## src/rtl/tt_ptr_pkg.sv

```systemverilog
package tt_ptr_pkg;
  localparam int VPN_LSB    = 13;
  localparam int IDX_LSB    = 4;
  localparam int SHIFT_BASE = 9;
  localparam int SHIFT_STEP = 3;
  localparam int PG_W       = 3;
  localparam int SZ_W       = 4;
  localparam int SPLIT_POS  = 12;
  localparam int NUM_CLASS  = 2;
endpackage

```

## src/rtl/tt_ctx_select.sv

```systemverilog
module tt_ctx_select #(
  parameter int ADDR_W = 64,
  parameter int CTX_W  = 13
) (
  input  logic [ADDR_W-1:0] tag_i,
  input  logic [ADDR_W-1:0] c0_base_a_i,
  input  logic [ADDR_W-1:0] c0_base_b_i,
  input  logic [ADDR_W-1:0] c0_shape_i,
  input  logic [ADDR_W-1:0] cx_base_a_i,
  input  logic [ADDR_W-1:0] cx_base_b_i,
  input  logic [ADDR_W-1:0] cx_shape_i,
  output logic [ADDR_W-1:0] base_a_o,
  output logic [ADDR_W-1:0] base_b_o,
  output logic [ADDR_W-1:0] shape_o
);
  logic ctx_is_zero;
  logic unused_tag_hi;

  assign ctx_is_zero   = (tag_i[CTX_W-1:0] == '0);
  assign unused_tag_hi = ^tag_i[ADDR_W-1:CTX_W];

  always_comb begin
    if (ctx_is_zero) begin
      base_a_o = c0_base_a_i;
      base_b_o = c0_base_b_i;
      shape_o  = c0_shape_i;
    end else begin
      base_a_o = cx_base_a_i;
      base_b_o = cx_base_b_i;
      shape_o  = cx_shape_i;
    end
  end
endmodule

```

## src/rtl/tt_index_calc.sv

```systemverilog
module tt_index_calc
  import tt_ptr_pkg::*;
#(
  parameter int ADDR_W = 64
) (
  input  logic [ADDR_W-1:0] tag_i,
  input  logic [ADDR_W-1:0] shape_i,
  input  logic [SZ_W-1:0]   size_i,
  output logic [ADDR_W-1:0] idx_o
);
  localparam int SH_W   = $clog2(ADDR_W) + 1;
  localparam int SZ_MAX = ADDR_W - 2 - SPLIT_POS;

  logic [SH_W-1:0]   shamt;
  logic [ADDR_W-1:0] shifted;
  logic [ADDR_W-1:0] keep;
  int                top_bit;
  logic              unused_shape;

  assign unused_shape = ^shape_i[ADDR_W-1:PG_W];
  assign shamt   = SH_W'(SHIFT_BASE) + SH_W'(SHIFT_STEP) * SH_W'(shape_i[PG_W-1:0]);
  assign shifted = tag_i >> shamt;

  always_comb begin
    if (int'(size_i) > SZ_MAX) top_bit = SPLIT_POS + SZ_MAX;
    else                       top_bit = SPLIT_POS + int'(size_i);
    for (int i = 0; i < ADDR_W; i++) begin
      keep[i] = (i >= IDX_LSB) && (i <= top_bit);
    end
  end

  assign idx_o = shifted & keep;

  always_comb begin
    a_idx_low_clear_r6: assert (idx_o[IDX_LSB-1:0] == '0);
  end
endmodule

```

## src/rtl/tt_ptr_assemble.sv

```systemverilog
module tt_ptr_assemble
  import tt_ptr_pkg::*;
#(
  parameter int ADDR_W    = 64,
  parameter bit HAS_SPLIT = 1'b0
) (
  input  logic [ADDR_W-1:0] base_i,
  input  logic [ADDR_W-1:0] idx_i,
  output logic [ADDR_W-1:0] ptr_o
);
  localparam int SZ_MAX = ADDR_W - 2 - SPLIT_POS;

  logic [ADDR_W-1:0] body;
  logic              unused_low;

  assign unused_low = ^base_i[SPLIT_POS:0];
  assign body = {base_i[ADDR_W-1:VPN_LSB], {VPN_LSB{1'b0}}} | idx_i;

  generate
    if (HAS_SPLIT) begin : g_split
      logic [ADDR_W-1:0] half_bit;
      int                pos;
      always_comb begin
        if (int'(base_i[SZ_W-1:0]) > SZ_MAX) pos = VPN_LSB + SZ_MAX;
        else                                 pos = VPN_LSB + int'(base_i[SZ_W-1:0]);
        half_bit = '0;
        if (base_i[SPLIT_POS]) half_bit[pos] = 1'b1;
      end
      assign ptr_o = body | half_bit;
    end else begin : g_plain
      assign ptr_o = body;
    end
  endgenerate
endmodule

```

## src/rtl/tt_ptr_gen.sv

```systemverilog
module tt_ptr_gen
  import tt_ptr_pkg::*;
#(
  parameter int ADDR_W = 64,
  parameter int CTX_W  = 13
) (
  input  logic              clk,
  input  logic              rst_n,
  input  logic [ADDR_W-1:0] tag_access_i,
  input  logic [ADDR_W-1:0] c0_base_a_i,
  input  logic [ADDR_W-1:0] c0_base_b_i,
  input  logic [ADDR_W-1:0] c0_shape_i,
  input  logic [ADDR_W-1:0] cx_base_a_i,
  input  logic [ADDR_W-1:0] cx_base_b_i,
  input  logic [ADDR_W-1:0] cx_shape_i,
  output logic [ADDR_W-1:0] ptr_a_o,
  output logic [ADDR_W-1:0] ptr_b_o
);
  localparam int FREE_LSB = VPN_LSB + (2**SZ_W - 1) + 1;

  logic [ADDR_W-1:0] sel_base [NUM_CLASS];
  logic [ADDR_W-1:0] sel_shape;
  logic [ADDR_W-1:0] nxt_ptr  [NUM_CLASS];
  logic              past_ok;

  tt_ctx_select #(.ADDR_W(ADDR_W), .CTX_W(CTX_W)) u_sel (
    .tag_i       (tag_access_i),
    .c0_base_a_i (c0_base_a_i),
    .c0_base_b_i (c0_base_b_i),
    .c0_shape_i  (c0_shape_i),
    .cx_base_a_i (cx_base_a_i),
    .cx_base_b_i (cx_base_b_i),
    .cx_shape_i  (cx_shape_i),
    .base_a_o    (sel_base[0]),
    .base_b_o    (sel_base[1]),
    .shape_o     (sel_shape)
  );

  generate
    for (genvar c = 0; c < NUM_CLASS; c++) begin : g_class
      logic [ADDR_W-1:0] idx;
      tt_index_calc #(.ADDR_W(ADDR_W)) u_idx (
        .tag_i   (tag_access_i),
        .shape_i (sel_shape),
        .size_i  (sel_base[c][SZ_W-1:0]),
        .idx_o   (idx)
      );
      tt_ptr_assemble #(.ADDR_W(ADDR_W), .HAS_SPLIT(c == 1)) u_asm (
        .base_i (sel_base[c]),
        .idx_i  (idx),
        .ptr_o  (nxt_ptr[c])
      );
    end
  endgenerate

  always_ff @(posedge clk or negedge rst_n) begin
    if (!rst_n) begin
      ptr_a_o <= '0;
      ptr_b_o <= '0;
      past_ok <= 1'b0;
    end else begin
      ptr_a_o <= nxt_ptr[0];
      ptr_b_o <= nxt_ptr[1];
      past_ok <= 1'b1;
    end
  end

  p_ctx0_base_r1: assert property (@(posedge clk) disable iff (!rst_n)
    (past_ok && $past(tag_access_i[CTX_W-1:0] == '0)) |->
      (ptr_a_o[ADDR_W-1:FREE_LSB] == $past(c0_base_a_i[ADDR_W-1:FREE_LSB])));

  p_ctxn_base_r2: assert property (@(posedge clk) disable iff (!rst_n)
    (past_ok && $past(tag_access_i[CTX_W-1:0] != '0)) |->
      (ptr_b_o[ADDR_W-1:FREE_LSB] == $past(cx_base_b_i[ADDR_W-1:FREE_LSB])));

  p_low_zero_r6: assert property (@(posedge clk) disable iff (!rst_n)
    past_ok |-> (ptr_a_o[IDX_LSB-1:0] == '0 && ptr_b_o[IDX_LSB-1:0] == '0));

  p_shared_shape_r8: assert property (@(posedge clk) disable iff (!rst_n)
    (past_ok && $past(sel_base[0] == sel_base[1] && !sel_base[1][SPLIT_POS])) |->
      (ptr_a_o == ptr_b_o));
endmodule

```

## config.mk

```make
export PLATFORM = sky130hd
export DESIGN_NAME = tt_ptr_gen
export DESIGN_NICKNAME = d
export VERILOG_FILES = /design/src/rtl/tt_ptr_pkg.sv /design/src/rtl/tt_ctx_select.sv /design/src/rtl/tt_index_calc.sv /design/src/rtl/tt_ptr_assemble.sv /design/src/rtl/tt_ptr_gen.sv
export SDC_FILE = /design/constraint.sdc
export NUM_CORES = 1
export LEC_CHECK = 0
export CAP_MARGIN = 10
export CORE_AREA = 2 2 227 229
export CTS_CLUSTER_SIZE = 16
export DETAILED_ROUTE_END_ITERATION = 10
export DIE_AREA = 0 0 229 231
export DONT_BUFFER_PORTS = 1
export SYNTH_ARGS = -nofsm -noshare
export SYNTH_HDL_FRONTEND = slang
export SYNTH_HIERARCHICAL = 1
export SYNTH_SLANG_ARGS = --single-unit
```

## constraint.sdc

```tcl
create_clock -name clk -period 0.8 [get_ports clk]
set_input_delay 0.16 -clock clk [delete_from_list [all_inputs] [get_ports clk]]
set_output_delay 0.16 -clock clk [all_outputs]
set_load 0.03 [all_outputs]
```

Yosys cells after proc, flatten, opt, wreduce, memory -nomap -nowiden
Cells that the tools add are included.

Order comparisons: 122. $mul: 1. Reductions and logical operators: 2. Shift-type cells: 1. $add $sub $neg: 4. Bitwise gates (word level): 5. Mux-type cells: 6.

Operators by type and width (count): 7-bit by 32-bit less-or-equal comparator with 1-bit output (first input constant) (64); 6-bit by 32-bit less-or-equal comparator with 1-bit output (first input constant) (32); 5-bit by 32-bit less-or-equal comparator with 1-bit output (first input constant) (16); 4-bit by 32-bit less-or-equal comparator with 1-bit output (first input constant) (8); 64-bit two-way mux (3); 64-bit OR (3); 64-bit AND (2); 64-bit by 7-bit >> shifter with 64-bit output (1); 32-bit by 1-bit >= comparator with 1-bit output (second input constant) (1); 32-bit by 8-bit < comparator with 1-bit output (second input constant) (1); 4-bit by 4-bit adder with 5-bit output (first input constant) (3); 13-bit logical NOT (1); 4-bit by 5-bit adder with 6-bit output (first input constant) (1); 1-bit demux with 6-bit select (1); 2-bit by 3-bit multiplier with 5-bit output (first input constant) (1); 3-bit two-way mux (1); 1-bit logical AND (1); 1-bit two-way mux (1).

Output and inout port bits: 128. Bits of input ports: 450. Word-level logic and storage cells: 143. Flip-flop bits (word level): 128.

Depth between registers and ports, before layout
Depth after elaboration: 9. Mapped depth: 17. Depth with buffers taken out: 13.

By module
The synthesis kept the hierarchy.

Modules (own cells, without submodules): tt_index_calc (cells an instance 407, times used 2, sequential area each 0.0 µm², area an instance 3723.6 µm²); tt_ptr_gen (cells an instance 128, times used 1, sequential area each 3203.1 µm², area an instance 3203.1 µm²); tt_ctx_select (cells an instance 218, times used 1, sequential area each 0.0 µm², area an instance 2356.0 µm²); tt_ptr_assemble (g_class[1].u_asm) (cells an instance 89, times used 1, sequential area each 0.0 µm², area an instance 509.2 µm²); tt_ptr_assemble (g_class[0].u_asm) (cells an instance 64, times used 1, sequential area each 0.0 µm², area an instance 416.6 µm²).

Worst setup path before layout
No wires, ideal clock.

Kind: input port to flip-flop. Start point: in tag_access_i[1]. End point: reg ptr_a_o[24]. Setup time: 0.124 ns. Arrival time: 3.597 ns. Data required time: 0.676 ns. Setup slack: -2.921 ns. Stages on the path: 13. Path buffers: 3. Cells stage by stage: nor4_1 nand4_1 buf_2 buf_6 mux2_2 ha_1 inv_1 fa_1 buf_2 mux4_1 mux4_2 a31o_2 or2_1.

RTL lines: start, declared (RTL line tt_ptr_gen.sv:9) `input logic [ADDR_W-1:0] tag_access_i,`; end signal, assigned (RTL line tt_ptr_gen.sv:62) `ptr_a_o <= nxt_ptr[0];`; end, declared (RTL line tt_ptr_gen.sv:16) `output logic [ADDR_W-1:0] ptr_a_o,`.

==> out/metrics.csv <==
metric;value;unit
first_pass_iters;7;
ant_nets;0;
synthCells;1230;
vias;11300;
p_leak;0.00737;uW
die_x;229;microns
critPathMaxFanout;8;
grt_pass1_wl;76.0;mm
avgSynthCellArea;10.6;sq um
via_per_inst;5.15;
hold_buffers;24;
setup_tns;-214.60;ns
cts_buffers;17;
area_delta_synth_final;40.9;%
hold_class;in -> async;
dp.cells;2082;
ys_warn_count;6;
crit_required;1.12;ns
place_ws;-2.88;ns
endpoint_kind;register;
grt_overflow;0;
hold_viol;203;
start_kind;primary input;
fin_nets;1978;
die_area;0.0529;sq mm
relSlewSlack;61.5;%
coreArea;0.0507;sq mm
hpwl;39.8;mm
setup_viol;248;
drcViolationCount;0;
period_share;396;%
cts.sinks;128;
cts_tree;yes;
ios;578;
outcome;finished with violations;
grt_use_total;19.3;%
cap_viol_max_count;0;
timing.final.crit_period;3.17;ns
layout-drive-gt1-share;57.9;%
route.final.wire_length;53.5;mm
numPortBuffers;0;
clock.fmax;316;MHz
antenna_found_initial;4;
grt_pass1_vias;11400;
report.final.slew_viol_count;0;
drt-initial-drc-count;739;
fill_cells;4996;
wire_per_inst;24.3;microns
rsz0062_at_grt;yes;
grt_max_degree;129;
vdd_drop_max;1.30;mV
tightest_slew;0.577;ns
gp_congestion;0.873;
rows;83;
cts_root_buf;clkbuf_16;
hold_slack;-0.593;ns
multi_input_area;0.00940;sq mm
violations;negative hold slack, negative setup slack;
arrival;3.49;ns
clockBufferDepth;2;
die_h;231;microns
cts.htree.levels;4;
initial_core_util;25.7;%
final_cells;2198;
path_clk_slew;0.07;ns
criticalPathCategory;in -> reg;
setup_slack;-2.37;ns
syn_area;0.0130;sq mm
cellPowerDensity;1660;mW/mm^2
ff_latch_area;0.00331;sq mm
worst max-delay path, cell delays in order:
cell and delay (ns):
nor4_4 0.25, nand4_1 0.13, buf_6 0.16, buf_12 0.14
mux2_4 0.27, ha_4 0.14, inv_2 0.03, fa_2 0.56
buf_12 0.15, mux4_2 0.57, mux4_2 0.52, nand2_2 0.10
a21oi_2 0.05, or2_1 0.24
repair_timing:
item	4_1_cts	5_1_grt
endpoints found under the setup margin	248	248
resized for setup	144	181
buffers inserted	25	25
pin swaps	35	37
cloned	8	8
endpoints found under the hold margin	224	208
power by group:
group	internal, uW	leakage (uW)	switching [uW]	total (uW)
clock	4250	0.000251	3270	7520
sequential	7170	0.00133	1060	8230
combinational	7770	0.00579	6860	14600
layout by cell type (no fill, tap or decap), drive strengths merged, types with 5 or more instances in the layout:
master / count
nand2b: 6
nand4: 7
buf: 345
clkinvlp: 6
a221o: 12
a21oi: 68
mux2: 126
xor2: 5
conb: 72
nor2b: 9
nand3: 15
o211ai: 10
ha: 22
a211oi: 13
mux2i: 88
mux4: 102
or2: 86
a211o: 7
inv: 26
a22oi: 6
o21ai: 43
clkbuf: 25
nand2: 106
o221ai: 10
dfrtp: 128
nor2: 34
a311o: 10
and2: 8
o221a: 6
a31oi: 12
dlygate4sd3: 24
metrics by stage:
step | util, % | hold slack (ns) | area, sq um | power (uW)
2_1_floorplan | - | -0.136 | 13500 | 15900
3_3_place_gp | 31.4 | -0.133 | 15900 | 20900
3_5_place_dp | 31.4 | -0.133 | 15900 | 21000
4_1_cts | 34.8 | -0.626 | 17600 | 30100
5_1_grt | 36.2 | -0.631 | 18300 | 31800
6_report | 36.2 | -0.593 | 18300 | 30400
worst max path at each step:
stage / endpoint / startpoint / cells past startpoint / slack (ns)
floorplan: ptr_a_o[22]$_DFF_PN0_ / tag_access_i[9] / 14 / -2.66
global placement: ptr_a_o[21]$_DFF_PN0_ / tag_access_i[9] / 14 / -2.90
detailed placement: ptr_a_o[21]$_DFF_PN0_ / tag_access_i[1] / 14 / -2.88
CTS: ptr_a_o[26]$_DFF_PN0_ / tag_access_i[1] / 12 / -2.34
global route: ptr_a_o[27]$_DFF_PN0_ / tag_access_i[9] / 14 / -2.44
finish: ptr_a_o[26]$_DFF_PN0_ / tag_access_i[1] / 14 / -2.37
sequential cells by signal (all words and copies together) (netlist names):
signal and flops:
ptr_b_o 64, ptr_a_o 64
layout make-up:
| cell class | instances | share of cell area [%] |
|---|---|---|
| Antenna cell | 2 | 0.0273 |
| Inverter | 24 | 0.546 |
| Clock inverter | 13 | 0.635 |
| Multi-Input combinational cell | 957 | 51.3 |
| Tap cell | 680 | 4.64 |
| Clock buffer | 18 | 2.34 |
| Timing Repair Buffer | 376 | 22.5 |
| Sequential cell | 128 | 18.0 |
per-layer routing:
metal	wire [microns]	GRT usage, %	up-vias
li1	-	-	5031
met1	22400	25.3	5686
met2	24400	30.3	528
met3	5480	6.72	81
met4	1250	4.87	2
met5	13	0	-
No activity file was read; power rests on OpenSTA's default activity.
